<file path="src/rtl/drdy_pkg.sv">
package drdy_pkg;
  localparam int NCH = 2;

  typedef enum logic [1:0] {
    MODE_LINK = 2'b00,
    MODE_CH0  = 2'b01,
    MODE_CH1  = 2'b10,
    MODE_BOTH = 2'b11
  } drdy_mode_e;
endpackage

</file>
<file path="src/rtl/drdy_stage.sv">
module drdy_stage #(
  parameter int W = 24
) (
  input  logic         clk,
  input  logic         rst_n,
  input  logic         strb,
  input  logic         off,
  input  logic [W-1:0] word,
  output logic         evt,
  output logic [W-1:0] held
);
  assign evt = strb & ~off;

  always_ff @(posedge clk) begin
    if (!rst_n)   held <= '0;
    else if (evt) held <= word;
  end


  off_hold_chk: assert property (@(posedge clk) disable iff (!rst_n)
    (strb && off) |=> $stable(held));
endmodule

</file>
<file path="src/rtl/drdy_pair.sv">
module drdy_pair
  import drdy_pkg::*;
(
  input  logic           clk,
  input  logic           rst_n,
  input  logic           link,
  input  logic           mode_chg,
  input  logic [NCH-1:0] evt,
  input  logic [NCH-1:0] off,
  output logic           fire
);
  logic [NCH-1:0] pend;
  logic [NCH-1:0] keep;
  logic [NCH-1:0] avail;

  always_comb begin
    keep  = pend & {NCH{~mode_chg}};
    avail = keep | evt;
    fire  = link & (&avail) & ~(|off);
  end

  always_ff @(posedge clk) begin
    if (!rst_n)                         pend <= '0;
    else if (fire || (|off) || !link)   pend <= '0;
    else                                pend <= avail;
  end


  pair_clear_chk: assert property (@(posedge clk) disable iff (!rst_n)
    fire |=> (pend == '0));

  off_drop_chk: assert property (@(posedge clk) disable iff (!rst_n)
    (|off) |=> (pend == '0));
endmodule

</file>
<file path="src/rtl/drdy_select.sv">
module drdy_select
  import drdy_pkg::*;
#(
  parameter int W = 24
) (
  input  logic                   clk,
  input  logic                   rst_n,
  input  logic [1:0]             mode,
  input  logic [NCH-1:0]         evt,
  input  logic                   fire,
  input  logic [NCH-1:0][W-1:0]  word,
  input  logic [NCH-1:0][W-1:0]  held,
  output logic                   drdy_n,
  output logic [NCH-1:0][W-1:0]  data
);
  drdy_mode_e md;
  logic       pulse;

  always_comb begin
    md = drdy_mode_e'(mode);
    unique case (md)
      MODE_BOTH: pulse = |evt;
      MODE_CH1:  pulse = evt[1];
      MODE_CH0:  pulse = evt[0];
      default:   pulse = fire;
    endcase
  end

  always_ff @(posedge clk) begin
    if (!rst_n) drdy_n <= 1'b1;
    else        drdy_n <= ~pulse;
  end

  for (genvar i = 0; i < NCH; i++) begin : g_out
    logic load;
    assign load = (md == MODE_LINK) ? fire : evt[i];
    always_ff @(posedge clk) begin
      if (!rst_n)    data[i] <= '0;
      else if (load) data[i] <= evt[i] ? word[i] : held[i];
    end
  end


  data_with_pulse_chk: assert property (@(posedge clk) disable iff (!rst_n)
    (md == MODE_LINK && !fire) |=> $stable(data));
endmodule

</file>
<file path="src/rtl/drdy_combiner.sv">
module drdy_combiner
  import drdy_pkg::*;
#(
  parameter int W = 24
) (
  input  logic         clk,
  input  logic         rst_n,
  input  logic         ch0_strb,
  input  logic [W-1:0] ch0_word,
  input  logic         ch0_off,
  input  logic         ch1_strb,
  input  logic [W-1:0] ch1_word,
  input  logic         ch1_off,
  input  logic [1:0]   mode,
  output logic         drdy_n,
  output logic [W-1:0] ch0_data,
  output logic [W-1:0] ch1_data
);
  logic [NCH-1:0]        strb_v, off_v, evt;
  logic [NCH-1:0][W-1:0] word_v, held_v, data_v;
  logic [1:0]            mode_q;
  logic                  mode_chg, fire;

  assign strb_v = {ch1_strb, ch0_strb};
  assign off_v  = {ch1_off, ch0_off};
  assign word_v = {ch1_word, ch0_word};

  always_ff @(posedge clk) begin
    if (!rst_n) mode_q <= MODE_LINK;
    else        mode_q <= mode;
  end
  assign mode_chg = (mode != mode_q);

  for (genvar i = 0; i < NCH; i++) begin : g_ch
    drdy_stage #(.W(W)) u_stage (
      .clk  (clk),
      .rst_n(rst_n),
      .strb (strb_v[i]),
      .off  (off_v[i]),
      .word (word_v[i]),
      .evt  (evt[i]),
      .held (held_v[i])
    );
  end

  drdy_pair u_pair (
    .clk     (clk),
    .rst_n   (rst_n),
    .link    (mode == MODE_LINK),
    .mode_chg(mode_chg),
    .evt     (evt),
    .off     (off_v),
    .fire    (fire)
  );

  drdy_select #(.W(W)) u_sel (
    .clk   (clk),
    .rst_n (rst_n),
    .mode  (mode),
    .evt   (evt),
    .fire  (fire),
    .word  (word_v),
    .held  (held_v),
    .drdy_n(drdy_n),
    .data  (data_v)
  );

  assign ch0_data = data_v[0];
  assign ch1_data = data_v[1];


  link_off_quiet_chk: assert property (@(posedge clk) disable iff (!rst_n)
    (mode == MODE_LINK && (ch0_off || ch1_off)) |=> drdy_n);

  ch0_only_chk: assert property (@(posedge clk) disable iff (!rst_n)
    (mode == MODE_CH0 && !(ch0_strb && !ch0_off)) |=> drdy_n);

  ch1_only_chk: assert property (@(posedge clk) disable iff (!rst_n)
    (mode == MODE_CH1 && !(ch1_strb && !ch1_off)) |=> drdy_n);

  awake_pulse_chk: assert property (@(posedge clk) disable iff (!rst_n)
    (mode == MODE_BOTH && ((ch0_strb && !ch0_off) || (ch1_strb && !ch1_off))) |=> !drdy_n);
endmodule

</file>
<file path="config.mk">
export PLATFORM = sky130hd
export DESIGN_NAME = drdy_combiner
export DESIGN_NICKNAME = d
export VERILOG_FILES = /design/src/rtl/drdy_pkg.sv /design/src/rtl/drdy_stage.sv /design/src/rtl/drdy_pair.sv /design/src/rtl/drdy_select.sv /design/src/rtl/drdy_combiner.sv
export SDC_FILE = /design/constraint.sdc
export NUM_CORES = 1
export LEC_CHECK = 0
export BUFFER_PORTS_ARGS = -buffer_cell sky130_fd_sc_hd__buf_2
export CAP_MARGIN = 20
export CELL_PAD_IN_SITES_DETAIL_PLACEMENT = 1
export CELL_PAD_IN_SITES_GLOBAL_PLACEMENT = 1
export CORE_ASPECT_RATIO = 2
export CORE_MARGIN = 3
export CORE_UTILIZATION = 44
export CTS_CLUSTER_DIAMETER = 40
export DETAILED_ROUTE_END_ITERATION = 8
export PLACE_DENSITY = 0.81
export SYNTH_ARGS = -nofsm -noshare
export SYNTH_HDL_FRONTEND = slang
export SYNTH_SLANG_ARGS = --single-unit
</file>
<file path="constraint.sdc">
create_clock -name clk -period 3.2 [get_ports clk]
set_input_delay 0.64 -clock clk [delete_from_list [all_inputs] [get_ports clk]]
set_output_delay 0.64 -clock clk [all_outputs]
set_load 0.02 [all_outputs]
</file>
## Yosys cells after proc, flatten, opt, wreduce, memory -nomap -nowiden

Index checks and enable logic that the tools add are counted.

| storage, ports and cells | value |
|---|---|
| bits of input ports | 56 |
| output and inout port bits | 49 |
| register bits | 101 |
| logic and storage cells | 36 |

| cells by class | value |
|---|---|
| reductions and logical operators | 8 |
| equal/unequal tests | 4 |
| multiplexer cells | 5 |
| bitwise gates (word level) | 12 |

Operators by type and width:

| operator | number |
|---|---|
| 2-to-1 mux 24 bit | 2 |
| NOT 1 bit | 6 |
| OR reduction 2 bit | 3 |
| AND 1 bit | 4 |
| == test 2 bit (second input constant) | 2 |
| case mux 1 bit (3 select lines) | 1 |
| AND 2 bit | 1 |
| == test 2 x 1 -> 1 bit (second input constant) | 1 |
| zero test 2 bit | 1 |
| logical OR 1 bit | 2 |
| 2-to-1 mux 1 bit | 2 |
| != test 2 bit | 1 |
| bitwise OR 2 bit | 1 |
| AND reduction 2 bit | 1 |
| zero test 1 bit | 1 |

## Longest topological paths before layout

| depth | value |
|---|---|
| depth in word-level cells | 10 |
| mapped depth | 6 |

## Modules after synthesis

A second synthesis with hierarchy kept.

| second synthesis, totals | value |
|---|---|
| cell total of the unflattened synthesis | 457 |
| area, all modules | 4619.4 µm² |

By module, submodules not included:

| module | times used | cells an instance | area each (µm²) |
|---|---|---|---|
| drdy_select | 1 | 226 | 2401.1 |
| drdy_stage | 2 | 105 | 997.2 |
| drdy_pair | 1 | 13 | 145.1 |
| drdy_combiner | 1 | 8 | 78.8 |

## Worst setup path after synthesis

No wires, ideal clock.

| timing path | value |
|---|---|
| kind | input to register |
| start | input port mode[0] |
| end | register u_sel.data[27] (netlist name) |
| cell stages on the path | 5 |
| buffers on the path | 2 |
| setup time | 0.121 ns |
| setup slack | 0.857 ns |
| arrival time | 2.221 ns |
| cell sequence | buf_6 > or4_4 > a221oi_4 > buf_6 > mux2_4 |

| on the way | value |
|---|---|
| cells in the longest elaborated chain, start to end | 8 |
| elaborated cells between the ends (all ways) | 9 |
| those cells by class | eq/ne: 1; mux: 1; bitwise: 5; reduce/logical: 2 |

Ends and longest elaborated chain:

| what | line | source |
|---|---|---|
| start: declaration | drdy_combiner.sv:14 | `input logic [1:0] mode,` |
| != test 2 bit | drdy_combiner.sv:32 | `assign mode_chg = (mode != mode_q);` |
| NOT 1 bit | drdy_pair.sv:17 | `keep = pend & {NCH{~mode_chg}};` |
| AND 2 bit | drdy_pair.sv:17 |  |
| bitwise OR 2 bit | drdy_pair.sv:18 | `avail = keep \| evt;` |
| AND reduction 2 bit | drdy_pair.sv:19 | `fire = link & (&avail) & ~(\|off);` |
| AND 1 bit (2 in series) | drdy_pair.sv:19 |  |
| 2-to-1 mux 1 bit * | drdy_select.sv:36 | `assign load = (md == MODE_LINK) ? fire : evt[i];` |
| end signal: indexed assignment | drdy_select.sv:39 | `else if (load) data[i] <= evt[i] ? word[i] : held[i];` |
| end: declaration | drdy_select.sv:14 | `output logic [NCH-1:0][W-1:0] data` |

Mark *: on every way between the ends. The rest lies on a longest branch, timed or not.
A chain may end at the register's enable or synchronous reset.

## Final worst setup path

| timing path | value |
|---|---|
| start | input port mode[0] |
| end | register u_sel.data[26] (netlist name) |

Same word-level chain as after synthesis.

==> run_results.csv <==
group,metric,value,unit
drt,drtIter0Drc,61,
floorplan,pin_count,105,
global_routing,grt.busiest_layer,"met2",
synthesis,yosysSeqAreaShare,49.56,%
placement,place_congestion,0.7332,
run,cap_violations,0,
sta,finalCritPeriodShare,70.08,%
drt,vias_per_cell,5.018,
synthesis,synth_top_family_by_area,"multiplexers",
placement,dp_hpwl,6138,µm
hold_path,hp-start,"g_ch[0].u_stage.held[11]",
global_routing,grtUsageTotal,17.03,%
sta,fin_ws,0.9575,ns
clock_network,post_cts_buffers,0,
floorplan,chipHeight,142.2,µm
power_and_ir_drop,ir_drop,0.3446,mV
drt,wl,8568,µm
sta,fin_skew,0.006327,ns
placement,place_inst,531,
cells_and_area,instances_no_fill,547,
global_routing,grt_util_met1,16.65,%
sta,slew_violations,0,
global_routing,grt_pass1_wl,13870,µm
floorplan,start_util,45.27,%
floorplan,die-area,10530,µm²
synthesis,synth_compound_area_share,2.515,%
critical_path,cp-startpoint,"mode[0]",
drt,wire_per_inst,15.66,µm
sta,tightestPinTransition,0.5784,ns
synthesis,yosysWarnings,0,
floorplan,die_x,74.09,µm
hold_path,min_to,"g_ch[0].u_stage.held[11]",
power_and_ir_drop,p_leak,2.209,nW
cells_and_area,drive_above_1_share,40.45,%
critical_path,ff2ff_path_depth,5,
synthesis,synth-seq-cells,101,
sta,finalSetupViolCount,0,
critical_path,worst_ep_required_time,3.43,ns
synthesis,syn_avg_cell_area,11.93,µm²
synthesis,synth_cell_types,28,
sta,clock.fmax,445.9,MHz
critical_path,critPathCaptureType,"flop",
sta,grt_setup_unrepaired,"false",
sta,slew_headroom,61.44,%
global_routing,gr-total-overflow,0,
power_and_ir_drop,cellPowerDensity,534.4,nW/µm²
critical_path,cp.arrival,2.47,ns
placement,placed_area,4637,µm²
cells_and_area,area_growth,21.40,%
synthesis,syn-num-nets,398,
global_routing,antenna_found_initial,0,
sta,fin_tns_setup,0,ns
global_routing,grt_pass1_vias,2960,
critical_path,crit_type,"in -> reg",
synthesis,synth_xor_area_share,0.4293,%
placement,dp_slack,0.5928,ns
drt,ant_nets,0,
synthesis,yosys.area_share.simple,16.93,%
clock_network,insertion_delay,0.34,ns
outcome,status,"finished clean",
cells_and_area,final_nets,496,
power_and_ir_drop,finalPower,2.647,mW
floorplan,core,9012,µm²
hold_path,holdPathStages,2,
clock_network,ctsResizeCount,0,
drt,vias,2745,
clock_network,cts_hold_buf,0,
synthesis,synthCells,342,
hold_path,hold_path_class,"reg -> reg",
synthesis,synthAdderAreaFrac,0,%
drt,drc_errors,0,
drt,first_pass_iters,2,
cells_and_area,diodes,0,
sta,fin_crit,2.242,ns
global_routing,grt_max_degree,41,
placement,portBuffers,104,
sta,finalHoldViolCount,0,
clock_network,cts_buffers,9,
clock_network,root_buffer,"clkbuf_16",
critical_path,reg2reg_from,"u_pair.pend[0]",
clock_network,cts_sinks,101,
clock_network,cts_tree,"done",
critical_path,crit_fanout,24,
cells_and_area,stdcell_area,4954,µm²
critical_path,startpoint_type,"input pin",
clock_network,cts.clk_slew.worst_paths,0.07,ns
critical_path,reg2reg_setup_slack,1.14,ns
clock_network,cts.htree.levels,3,
synthesis,syn_area,4080,µm²
synthesis,synthMuxAreaShare,26.86,%
global_routing,grt_use_met2,32.26,%
global_routing,met3_usage,5.375,%
critical_path,r2r-end,"u_sel.data[26]",
clock_network,clockBufferDepth,2,
floorplan,num_rows,49,
==> worst max path at each step <==
| stage | end | slack (ns) | depth (start not counted) |
|---|---|---|---|
| floorplan | u_sel.data[27] | 0.86 | 5 |
| global placement | u_sel.data[25] | 0.63 | 5 |
| detailed placement | u_sel.data[26] | 0.59 | 5 |
| CTS | u_sel.data[26] | 0.96 | 5 |
| global route | u_sel.data[26] | 0.89 | 6 |
| finish | u_sel.data[26] | 0.96 | 5 |
==> sequential cells by signal, indices dropped and copies added, names as in the netlist <==
signal / flops
u_sel.drdy_n: 1
g_ch.u_stage.held: 48
mode_q: 2
u_pair.pend: 2
u_sel.data: 48
==> Yosys cell counts, drive strengths merged <==
cell type  number  area share [%]
nor4            1            0.15
a21oi           1            0.40
nor2b          50             7.7
nand2           1           0.092
o31ai           1            0.18
a21o            1            0.18
nor3b           3            0.55
nand4           1            0.15
o211ai          1            0.18
xnor2           2            0.43
buf            12             2.7
nor2            1           0.092
o21ai           3            0.37
a31oi           2            0.31
or4b            1            0.25
clkbuf         11             1.0
mux2i          48              12
and2           50             7.7
mux2           48              15
a221oi          1            0.64
dfxtp         101              50
or4             1            0.28
a22o            1            0.25
==> stage by stage <==
step | util, % | hold slack (ns)
4_1_cts | 54.96 | 0.5298
5_1_grt | 54.96 | 0.5481
3_3_place_gp | 51.45 | 0.5037
2_1_floorplan | - | 0.4888
6_report | 54.96 | 0.5258
3_5_place_dp | 51.45 | 0.5199
==> per-layer routing <==
metal / vias up / part of all wire [%]
met3: 10 / 6.1
met2: 66 / 58
li1: 1332 / -
met1: 1337 / 35
met4: 0 / 1.5
met5: - / 0
==> cell usage in the layout, fill, tap and decap left out, types with 3 or more instances in the layout <==
master      Yosys  final
mux2_4         20     20
clkinvlp_4      0      3
nor2b_1        50     48
clkbuf_16       0      9
and2_1         49     49
o21ai_0         3      3
mux2_2         28     28
mux2i_1        48     48
buf_2           4    104
buf_4           2      6
dfxtp_1       101    101
nor3b_1         3      3
==> cells by family (layout without fill, tap and decap cells) <==
logic type	after synthesis	in the layout
xor gates and xnor gates	2	2
and+or+nand+nor	109	109
buffers and inverters	23	126
AOI/OAI and AO/OA	11	11
muxes	96	96
DFF	101	101
==> final cells by class <==
cell class | instances | area (µm²)
clock inverter | 6 | 87.58
fill | 974 | 4059
multi-input combinational | 218 | 1922
tap | 102 | 127.6
sequential | 101 | 2022
timing repair buffer | 110 | 565.5
clock buffer | 10 | 229.0
==> where the power goes <==
group          switching, mW  internal [mW]  leakage [nW]
Clock                  0.454          0.684         0.145
Sequential            0.0117           1.29         0.821
Combinational          0.105         0.0981          1.24
==> worst max-delay path, stage by stage <==
cell,delay (ns)
buf_2,0.15
or4_4,0.55
a221oi_4,0.29
buf_4,0.43
mux2_2,0.39
No activity file was read; power rests on OpenSTA's default activity.
